### src/rtl/dtoi_pkg.sv
package dtoi_pkg;

  localparam int F64_EXP_W = 11;
  localparam int F64_MAN_W = 52;
  localparam int F64_BIAS  = 1023;
  localparam int I32_W     = 32;
  localparam logic [I32_W-1:0] I32_INDEF = 32'h8000_0000;

  typedef struct packed {
    logic [I32_W-1:0] val;
    logic             inv;
    logic             inx;
  } lane_res_t;

  localparam int LANE_RES_W = $bits(lane_res_t);

  // Truncating conversion of one double to a signed 32-bit integer.
  function automatic lane_res_t f64_trunc_i32(input logic [63:0] x);
    lane_res_t r;
    logic                 s;
    logic [F64_EXP_W-1:0] e;
    logic [F64_MAN_W-1:0] m;
    logic [F64_MAN_W:0]   sig;
    logic [F64_MAN_W:0]   fmask;
    logic [F64_MAN_W:0]   ipart;
    logic [I32_W-1:0]     mag;
    int                   ue;
    int                   sh;
    s     = x[63];
    e     = x[62:52];
    m     = x[51:0];
    sig   = {1'b1, m};
    ue    = int'(e) - F64_BIAS;
    sh    = 0;
    fmask = '0;
    ipart = '0;
    mag   = '0;
    r     = '{val: '0, inv: 1'b0, inx: 1'b0};
    if (&e) begin
      r.val = I32_INDEF;
      r.inv = 1'b1;
    end else if (ue < 0) begin
      r.inx = (e != '0) || (m != '0);
    end else if (ue >= I32_W - 1) begin
      if (s && (ue == I32_W - 1) && (m[51:21] == '0)) begin
        r.val = I32_INDEF;
        r.inx = |m[20:0];
      end else begin
        r.val = I32_INDEF;
        r.inv = 1'b1;
      end
    end else begin
      sh    = F64_MAN_W - ue;
      ipart = sig >> sh;
      mag   = ipart[I32_W-1:0];
      fmask = (53'd1 << sh) - 53'd1;
      r.inx = |(sig & fmask);
      r.val = s ? (32'd0 - mag) : mag;
    end
    return r;
  endfunction

endpackage

### src/rtl/dtoi_lane.sv
module dtoi_lane
  import dtoi_pkg::*;
(
  input  logic [63:0] op,
  output lane_res_t   res
);

  logic exp_all_ones;
  logic is_zero;

  assign exp_all_ones = &op[62:52];
  assign is_zero      = (op[62:0] == '0);
  assign res          = f64_trunc_i32(op);

  always_comb begin
    if (exp_all_ones) begin
      assert_special_indef_R6: assert (res.inv && !res.inx && res.val == I32_INDEF)
        else $error("special input not mapped to indefinite");
    end
    if (is_zero) begin
      assert_zero_clean_R8: assert (!res.inv && !res.inx && res.val == '0)
        else $error("signed zero gave nonzero result or flag");
    end
    if (res.inv) begin
      assert_inv_pattern_R4: assert (res.val == I32_INDEF && !res.inx)
        else $error("invalid lane without indefinite pattern");
    end
  end

endmodule

### src/rtl/dtoi_pipe.sv
module dtoi_pipe #(
  parameter int DEPTH = 10,
  parameter int W     = 68
) (
  input  logic         clk,
  input  logic         rst_n,
  input  logic         in_v,
  input  logic [W-1:0] in_d,
  output logic         out_v,
  output logic [W-1:0] out_d
);

  logic [DEPTH-1:0] v;
  logic [W-1:0]     d [DEPTH];

  always_ff @(posedge clk) begin
    if (!rst_n) v[0] <= 1'b0;
    else        v[0] <= in_v;
  end

  always_ff @(posedge clk) begin
    if (in_v) d[0] <= in_d;
  end

  for (genvar g = 1; g < DEPTH; g++) begin : g_stage
    always_ff @(posedge clk) begin
      if (!rst_n) v[g] <= 1'b0;
      else        v[g] <= v[g-1];
    end
    always_ff @(posedge clk) begin
      if (v[g-1]) d[g] <= d[g-1];
    end
  end

  assign out_v = v[DEPTH-1];
  assign out_d = d[DEPTH-1];

endmodule

### src/rtl/dtoi_packed_trunc.sv
module dtoi_packed_trunc
  import dtoi_pkg::*;
#(
  parameter int LATENCY = 10,
  parameter int LANES   = 2
) (
  input  logic                 clk,
  input  logic                 rst_n,
  input  logic                 in_vld,
  input  logic [64*LANES-1:0]  in_op,
  output logic                 out_vld,
  output logic [64*LANES-1:0]  out_res,
  output logic [LANES-1:0]     out_inv,
  output logic [LANES-1:0]     out_inx
);

  localparam int PW = LANES * LANE_RES_W;
  localparam int CW = $clog2(LATENCY + 2);

  logic [PW-1:0] lane_flat;
  logic [PW-1:0] pipe_flat;

  for (genvar l = 0; l < LANES; l++) begin : g_lane
    lane_res_t lr;
    lane_res_t pr;
    dtoi_lane u_lane (
      .op  (in_op[64*l +: 64]),
      .res (lr)
    );
    assign lane_flat[LANE_RES_W*l +: LANE_RES_W] = lr;
    assign pr = pipe_flat[LANE_RES_W*l +: LANE_RES_W];
    assign out_res[32*l +: 32] = pr.val;
    assign out_inv[l]          = pr.inv;
    assign out_inx[l]          = pr.inx;
  end

  assign out_res[64*LANES-1:32*LANES] = '0;

  dtoi_pipe #(.DEPTH(LATENCY), .W(PW)) u_pipe (
    .clk   (clk),
    .rst_n (rst_n),
    .in_v  (in_vld),
    .in_d  (lane_flat),
    .out_v (out_vld),
    .out_d (pipe_flat)
  );

  // Occupancy observer for the latency checks.
  logic [CW-1:0] inflight;
  always_ff @(posedge clk) begin
    if (!rst_n) inflight <= '0;
    else        inflight <= inflight + CW'(in_vld) - CW'(out_vld);
  end

  assert_inflight_bound_R9: assert property (@(posedge clk) disable iff (!rst_n)
    inflight <= CW'(LATENCY))
    else $error("more operands in flight than pipeline stages");

  assert_no_orphan_out_R9: assert property (@(posedge clk) disable iff (!rst_n)
    out_vld |-> inflight != '0)
    else $error("result without an accepted operand");

  assert_hold_idle_R10: assert property (@(posedge clk) disable iff (!rst_n)
    !out_vld |=> (out_vld || ($stable(out_res) && $stable(out_inv) && $stable(out_inx))))
    else $error("outputs moved without a new result");

  assert_reset_quiet_R11: assert property (@(posedge clk)
    $rose(rst_n) |-> !out_vld)
    else $error("valid out asserted right after reset");

  assert_inv_excl_inx_R6: assert property (@(posedge clk) disable iff (!rst_n)
    out_vld |-> ((out_inv & out_inx) == '0))
    else $error("invalid and precision both set in one lane");

endmodule

### config.mk
export PLATFORM = sky130hd
export DESIGN_NAME = dtoi_packed_trunc
export DESIGN_NICKNAME = d
export VERILOG_FILES = /design/src/rtl/dtoi_pkg.sv /design/src/rtl/dtoi_lane.sv /design/src/rtl/dtoi_pipe.sv /design/src/rtl/dtoi_packed_trunc.sv
export SDC_FILE = /design/constraint.sdc
export NUM_CORES = 1
export LEC_CHECK = 0
export BUFFER_PORTS_ARGS = -buffer_cell sky130_fd_sc_hd__clkbuf_2
export CAP_MARGIN = 10
export CELL_PAD_IN_SITES_DETAIL_PLACEMENT = 1
export CELL_PAD_IN_SITES_GLOBAL_PLACEMENT = 2
export CORE_MARGIN = 2
export CORE_UTILIZATION = 42
export DETAILED_ROUTE_END_ITERATION = 7
export HOLD_SLACK_MARGIN = 0.15
export PLACE_DENSITY = 0.86
export SLEW_MARGIN = 20
export SYNTH_ARGS = -nofsm -noshare
export SYNTH_HDL_FRONTEND = slang
export SYNTH_SLANG_ARGS = --single-unit
### constraint.sdc
create_clock -name clk -period 7.9 [get_ports clk]
set_input_delay 0.79 -clock clk [delete_from_list [all_inputs] [get_ports clk]]
set_output_delay 0.79 -clock clk [all_outputs]
set_load 0.01 [all_outputs]
==> results.cfg, run 1 <==
[detailed_routing]
first_pass_iters = 5
final_antenna_net_count = 0
vias = 25046
drt_wl_total_mm = 112
drt_iter0_drc = 2383
drc = 0
viasPerCell = 6.12
wl_per_cell_um = 27.3

[sta]
tns_ps = 0
tightestPinTransition_ps = 1150
max_slew_margin_pct = 22.8
clock_skew_ps = 25.1
fmax_mhz = 145
rsz0062_at_grt = no
timing.final.crit_share_pct = 87.5
drv_slew = 0
setup_viol = 0
hold_viol = 0
layout_min_cycle_time_ps = 6920

[global_routing]
grt_pass1_vias = 25566
grt_max_degree = 70
grt.overflow.total = 0
grt_pass1_wl_mm = 166
antenna_found_initial = 4
grt_usage_pct = 25.6

[power_and_ir_drop]
peakVddDrop_mv = 0.220
p_per_area_mw_per_mm2 = 216
p_leak_nw = 13.1

[synth]
seq_area_frac_synth_pct = 58.6
syn_inst = 2800
synth_warnings = 0
synth_enable_flop_cells = 680
synth_top_flop_cell = edfxtp_1
yosysTopAreaCell = edfxtp_1
synth-async-reset-ratio_pct = 0
synth_top_area_share_pct = 58.0
synth.distinct_cells = 116
synth_commonest_cells = edfxtp_1 (680), nor2_1 (304), nand2_1 (210)
yosysMostFrequentCell = edfxtp_1
avgSynthCellArea_um2 = 12.6
synth_area_leaders = edfxtp_1 (58%), mux4_2 (7.4%), nor2_1 (3.2%)
syn_area_mm2 = 0.0352
ys_ff_latch = 690

[clocking]
clock_sinks = 690
clock-root-buffer = clkbuf_16
holdBufCountCts = 0
htreeDepth = 2
cts_resized = 0
cts_tree = done
postCtsSetupRepairBufs = 0
cts_buffers = 61
max-clock-path-buffers = 3
worstSkewPairLatency_ps = 600
cts.reportedPaths.clkPinSlew_ps = 70

[setup_path]
cpPeakStageDelay_ps = 650
start_kind = primary input
arrival_ps = 7260
critPathCaptureType = flip-flop
cpMaxStageDelayCell = nor4_1
critical_path_class = in -> reg
path_cells = clkbuf_2, ha_1, nand4_2, a2111oi_0, nor3_1, a21oi_1, nand2_1, ha_1, nor4_1, and4b_1, nand2_1, nor4_1, buf_4, nand3_1, ha_1, nand2_1, nor3_1, a21oi_1, o2111ai_1, nor4_1, nand3_1, or4_1, or4_1, o21a_1
worstPathRequired_ps = 8250
path_max_fanout = 11

[placement]
placed_cell_area_mm2 = 0.0371
dpl.hpwl_mm = 84.2
routabilityCongestion = 0.990
portBuffers = 199

[floorplanning]
fp-row-count = 106
fp.dieH_um = 294
io_pins = 264
start_util_pct = 42.3
die_w_um = 294
die_area_mm2 = 0.0862
core_area_mm2 = 0.0833

[finish]
finalNetCount = 3113
final_layout_size_suffix_gt1_share_pct = 19.3
n_fill_cell = 8695
final_cell_area_mm2 = 0.0392
syn_to_final_growth_pct = 11.4

[min_path]
hp-class = reg -> reg

[run_status]
status = complete, no violations

[run]
max-cap-violations = 0
==> final cells by class <==
type | instances | area [µm²] | share of cell area (%)
diodes | 3 | 7.51 | 0.0191
multi-input cells | 1895 | 13400 | 34.2
flip-flops and latches | 690 | 20600 | 52.6
clock inverters | 31 | 393 | 1.00
inverters | 38 | 143 | 0.364
clock buffers | 83 | 1690 | 4.31
well taps | 1080 | 1350 | 3.45
repair buffers | 274 | 1580 | 4.04
==> through the flow <==
step	instances	util, %	power [mW]	setup WS [ps]	hold slack (ps)
floorplan	2863	-	5.04	791	400
global placement	3977	44.6	5.51	589	400
detailed placement	3977	44.6	5.53	511	406
CTS	4091	47.1	8.52	1110	398
global route	4092	47.1	8.74	532	411
finish	4094	47.1	8.46	985	402
==> where the power goes <==
group / internal, mW / leakage, nW / switching (mW)
Sequential: 4.04 / 6.28 / 0.0173
Combinational: 0.462 / 5.83 / 0.965
Clock: 1.74 / 1.01 / 1.24
Total: 6.24 / 13.1 / 2.22
==> layout by cell type, fill, tap and decap left out, types with 19 or more instances in the layout <==
cell type / count
a211oi_1: 21
a21oi_1: 126
a31oi_1: 29
and2_1: 29
buf_4: 73
clkbuf_16: 61
clkbuf_2: 196
conb_1: 64
edfxtp_1: 680
ha_1: 19
inv_1: 33
mux2i_1: 50
mux4_2: 116
nand2_1: 210
nand3_1: 76
nand4_1: 35
nor2_1: 302
nor3_1: 79
nor4_1: 39
o211ai_1: 34
o21ai_0: 134
o22ai_1: 30
o31ai_1: 41
or3_1: 21
xnor2_1: 43
xor2_1: 40
==> path summary, 6_finish.rpt <==
path	startpoint	end	slack, ps	cells past startpoint
setup reg to reg	u_pipe.v[3]	u_pipe.d[4][37]	6190	1
hold reg to reg	u_pipe.d[3][8]	u_pipe.d[4][8]	400	0
hold / removal	u_pipe.d[3][8]	u_pipe.d[4][8]	400	0
setup / recovery	in_op[53]	u_pipe.d[0][0]	980	24
==> cells by family after synthesis <==
logic type	synth area share, %
xor gates and xnor gates	2.20
other	0.0107
DFF	58.6
muxes	9.27
AOI/OAI and AO/OA	12.6
adders and majority gates	0.810
and+or+nand+nor	12.5
buffers and inverters	4.09
==> layer usage <==
| layer | share of wire (%) | wire (µm) | up-vias | GRT usage, % |
|---|---|---|---|---|
| met3 | 6.2 | 6950 | 247 | 3.55 |
| met5 | 0.024 | 27 | - | 0 |
| met4 | 3.9 | 4360 | 4 | 9.57 |
| li1 | - | - | 11141 | - |
| met1 | 42 | 47500 | 12616 | 34.3 |
| met2 | 47 | 53100 | 1038 | 42.4 |
==> registers in the layout (all words and copies together) (netlist names) <==
name	cells
u_pipe.d	680
u_pipe.v	9
u_pipe.out_v	1
==> critical path, delay by kind of cell <==
kind | cells | cell delay (ps)
simple gates | 14 | 3690
compound gates | 5 | 1380
fa+ha+maj | 3 | 990
buf+inv | 2 | 420
Power figures use the tool's default switching activity.
==> run 2, diff against run 1 <==
--- a/config.mk
+++ b/config.mk
@@ -11,6 +11,7 @@
 export CELL_PAD_IN_SITES_GLOBAL_PLACEMENT = 2
 export CORE_MARGIN = 2
 export CORE_UTILIZATION = 42
+export CTS_BUF_LIST = sky130_fd_sc_hd__clkbuf_8 sky130_fd_sc_hd__clkbuf_16
 export DETAILED_ROUTE_END_ITERATION = 7
 export HOLD_SLACK_MARGIN = 0.15
 export PLACE_DENSITY = 0.86
==> results.cfg, run 2 (synthesis results as in run 1) <==
[run_status]
status = complete, no violations

[detailed_routing]
final_antenna_net_count = 0
first_pass_iters = 6
vias = 25061
viasPerCell = 6.12
drt_iter0_drc = 2393
drc = 0
drt_wl_total_mm = 112
wl_per_cell_um = 27.4

[floorplanning]
fp-row-count = 106
die_area_mm2 = 0.0862
die_w_um = 294
start_util_pct = 42.3
fp.dieH_um = 294
io_pins = 264
core_area_mm2 = 0.0833

[finish]
syn_to_final_growth_pct = 11.4
seqCellArea_mm2 = 0.0206
finalNonFillerCells = 4093
largest_register = u_pipe.d
final_layout_size_suffix_gt1_share_pct = 19.3
layout_common_cells = edfxtp_1 (680), nor2_1 (302), nand2_1 (210), clkbuf_2 (196), o21ai_0 (134)
final_common_cell = edfxtp_1
n_fill_cell = 8694
largest_reg_flops = 680
finalNetCount = 3113
multiInputGateArea_mm2 = 0.0134

[placement]
dpl.hpwl_mm = 84.2
placed_cells = 3977
routabilityCongestion = 0.990
portBuffers = 199
dp_slack_ps = 511

[clocking]
postCtsSetupRepairBufs = 0
htreeDepth = 2
worstSkewPairLatency_ps = 600
cts_buffers = 61
clock-root-buffer = clkbuf_16
clock_sinks = 690
cts_resized = 0
holdBufCountCts = 0
cts.reportedPaths.clkPinSlew_ps = 70
cts_tree = done
max-clock-path-buffers = 3

[setup_path]
cpMaxStageDelayCell = nor4_1
worstPathRequired_ps = 8250
path_cells = clkbuf_2, ha_1, nand4_2, a2111oi_0, nor3_1, a21oi_1, nand2_1, ha_1, nor4_1, and4b_1, nand2_1, nor4_1, buf_4, nand3_1, ha_1, nand2_1, nor3_1, a21oi_1, o2111ai_1, nor4_1, nand3_1, or4_1, or4_1, o21a_1
path_max_fanout = 11
cpPeakStageDelay_ps = 640
start_kind = primary input
arrival_ps = 7250
critical_path_class = in -> reg
critPathCaptureType = flip-flop

[sta]
setup_ws_ps = 996
setup_viol = 0
tns_ps = 0
max_slew_margin_pct = 22.9
timing.final.crit_share_pct = 87.4
drv_slew = 0
rsz0062_at_grt = no
fmax_mhz = 145
hold_viol = 0
tightestPinTransition_ps = 1140
layout_min_cycle_time_ps = 6900
clock_skew_ps = 24.4

[global_routing]
grt_max_degree = 70
grt_pass1_vias = 25567
grt_pass1_wl_mm = 166
grt_usage_pct = 25.6
grt.overflow.total = 0
antenna_found_initial = 4

[power_and_ir_drop]
p_per_area_mw_per_mm2 = 215
p_leak_nw = 13.2
peakVddDrop_mv = 0.219

[run]
max-cap-violations = 0

[min_path]
hp-class = reg -> reg
==> run 2: power breakdown <==
part / total [mW] / switching (mW) / internal [mW]
Combinational: 1.43 / 0.966 / 0.462
Clock: 2.96 / 1.24 / 1.72
Sequential: 4.06 / 0.0174 / 4.04
==> run 2: layout make-up <==
| type | count | share of cell area (%) |
|---|---|---|
| Multi-Input combinational cell | 1895 | 34.2 |
| Clock inverter | 45 | 1.14 |
| Inverter | 38 | 0.364 |
| Clock buffer | 69 | 4.17 |
| Sequential cell | 690 | 52.6 |
| Timing Repair Buffer | 274 | 4.04 |
| Tap cell | 1080 | 3.45 |
| Antenna cell | 2 | 0.0128 |
==> run 2: worst max-delay path, delay by kind of cell <==
kind                       cells  cell delay [ps]
buffers and inverters          2              420
adders and majority gates      3              980
and+or+nand+nor               14             3650
AOI/OAI and AO/OA              5             1380
==> run 2: stage by stage <==
step	hold WS [ps]	util (%)	area (µm²)	total power, mW
detailed placement	406	44.6	37100	5.53
global placement	400	44.6	37100	5.51
floorplan	400	-	35400	5.04
global route	411	47.1	39200	8.72
finish	402	47.1	39200	8.45
CTS	399	47.1	39200	8.50
==> run 2: layer usage <==
| metal | global-route usage, % | vias to the layer above | wire length, µm |
|---|---|---|---|
| met5 | 0 | - | 27 |
| met4 | 9.57 | 4 | 4360 |
| met3 | 3.55 | 244 | 7300 |
| met2 | 42.4 | 1072 | 53200 |
| met1 | 34.3 | 12604 | 47200 |
| li1 | - | 11137 | - |
==> run 2: final timing paths <==
check,cells after the start,to,slack [ps],from
setup reg to reg,1,u_pipe.d[4][37],6190,u_pipe.v[3]
setup / recovery,24,u_pipe.d[0][0],1000,in_op[53]
hold reg to reg,0,u_pipe.d[4][8],400,u_pipe.d[3][8]
hold / removal,0,u_pipe.d[4][8],400,u_pipe.d[3][8]
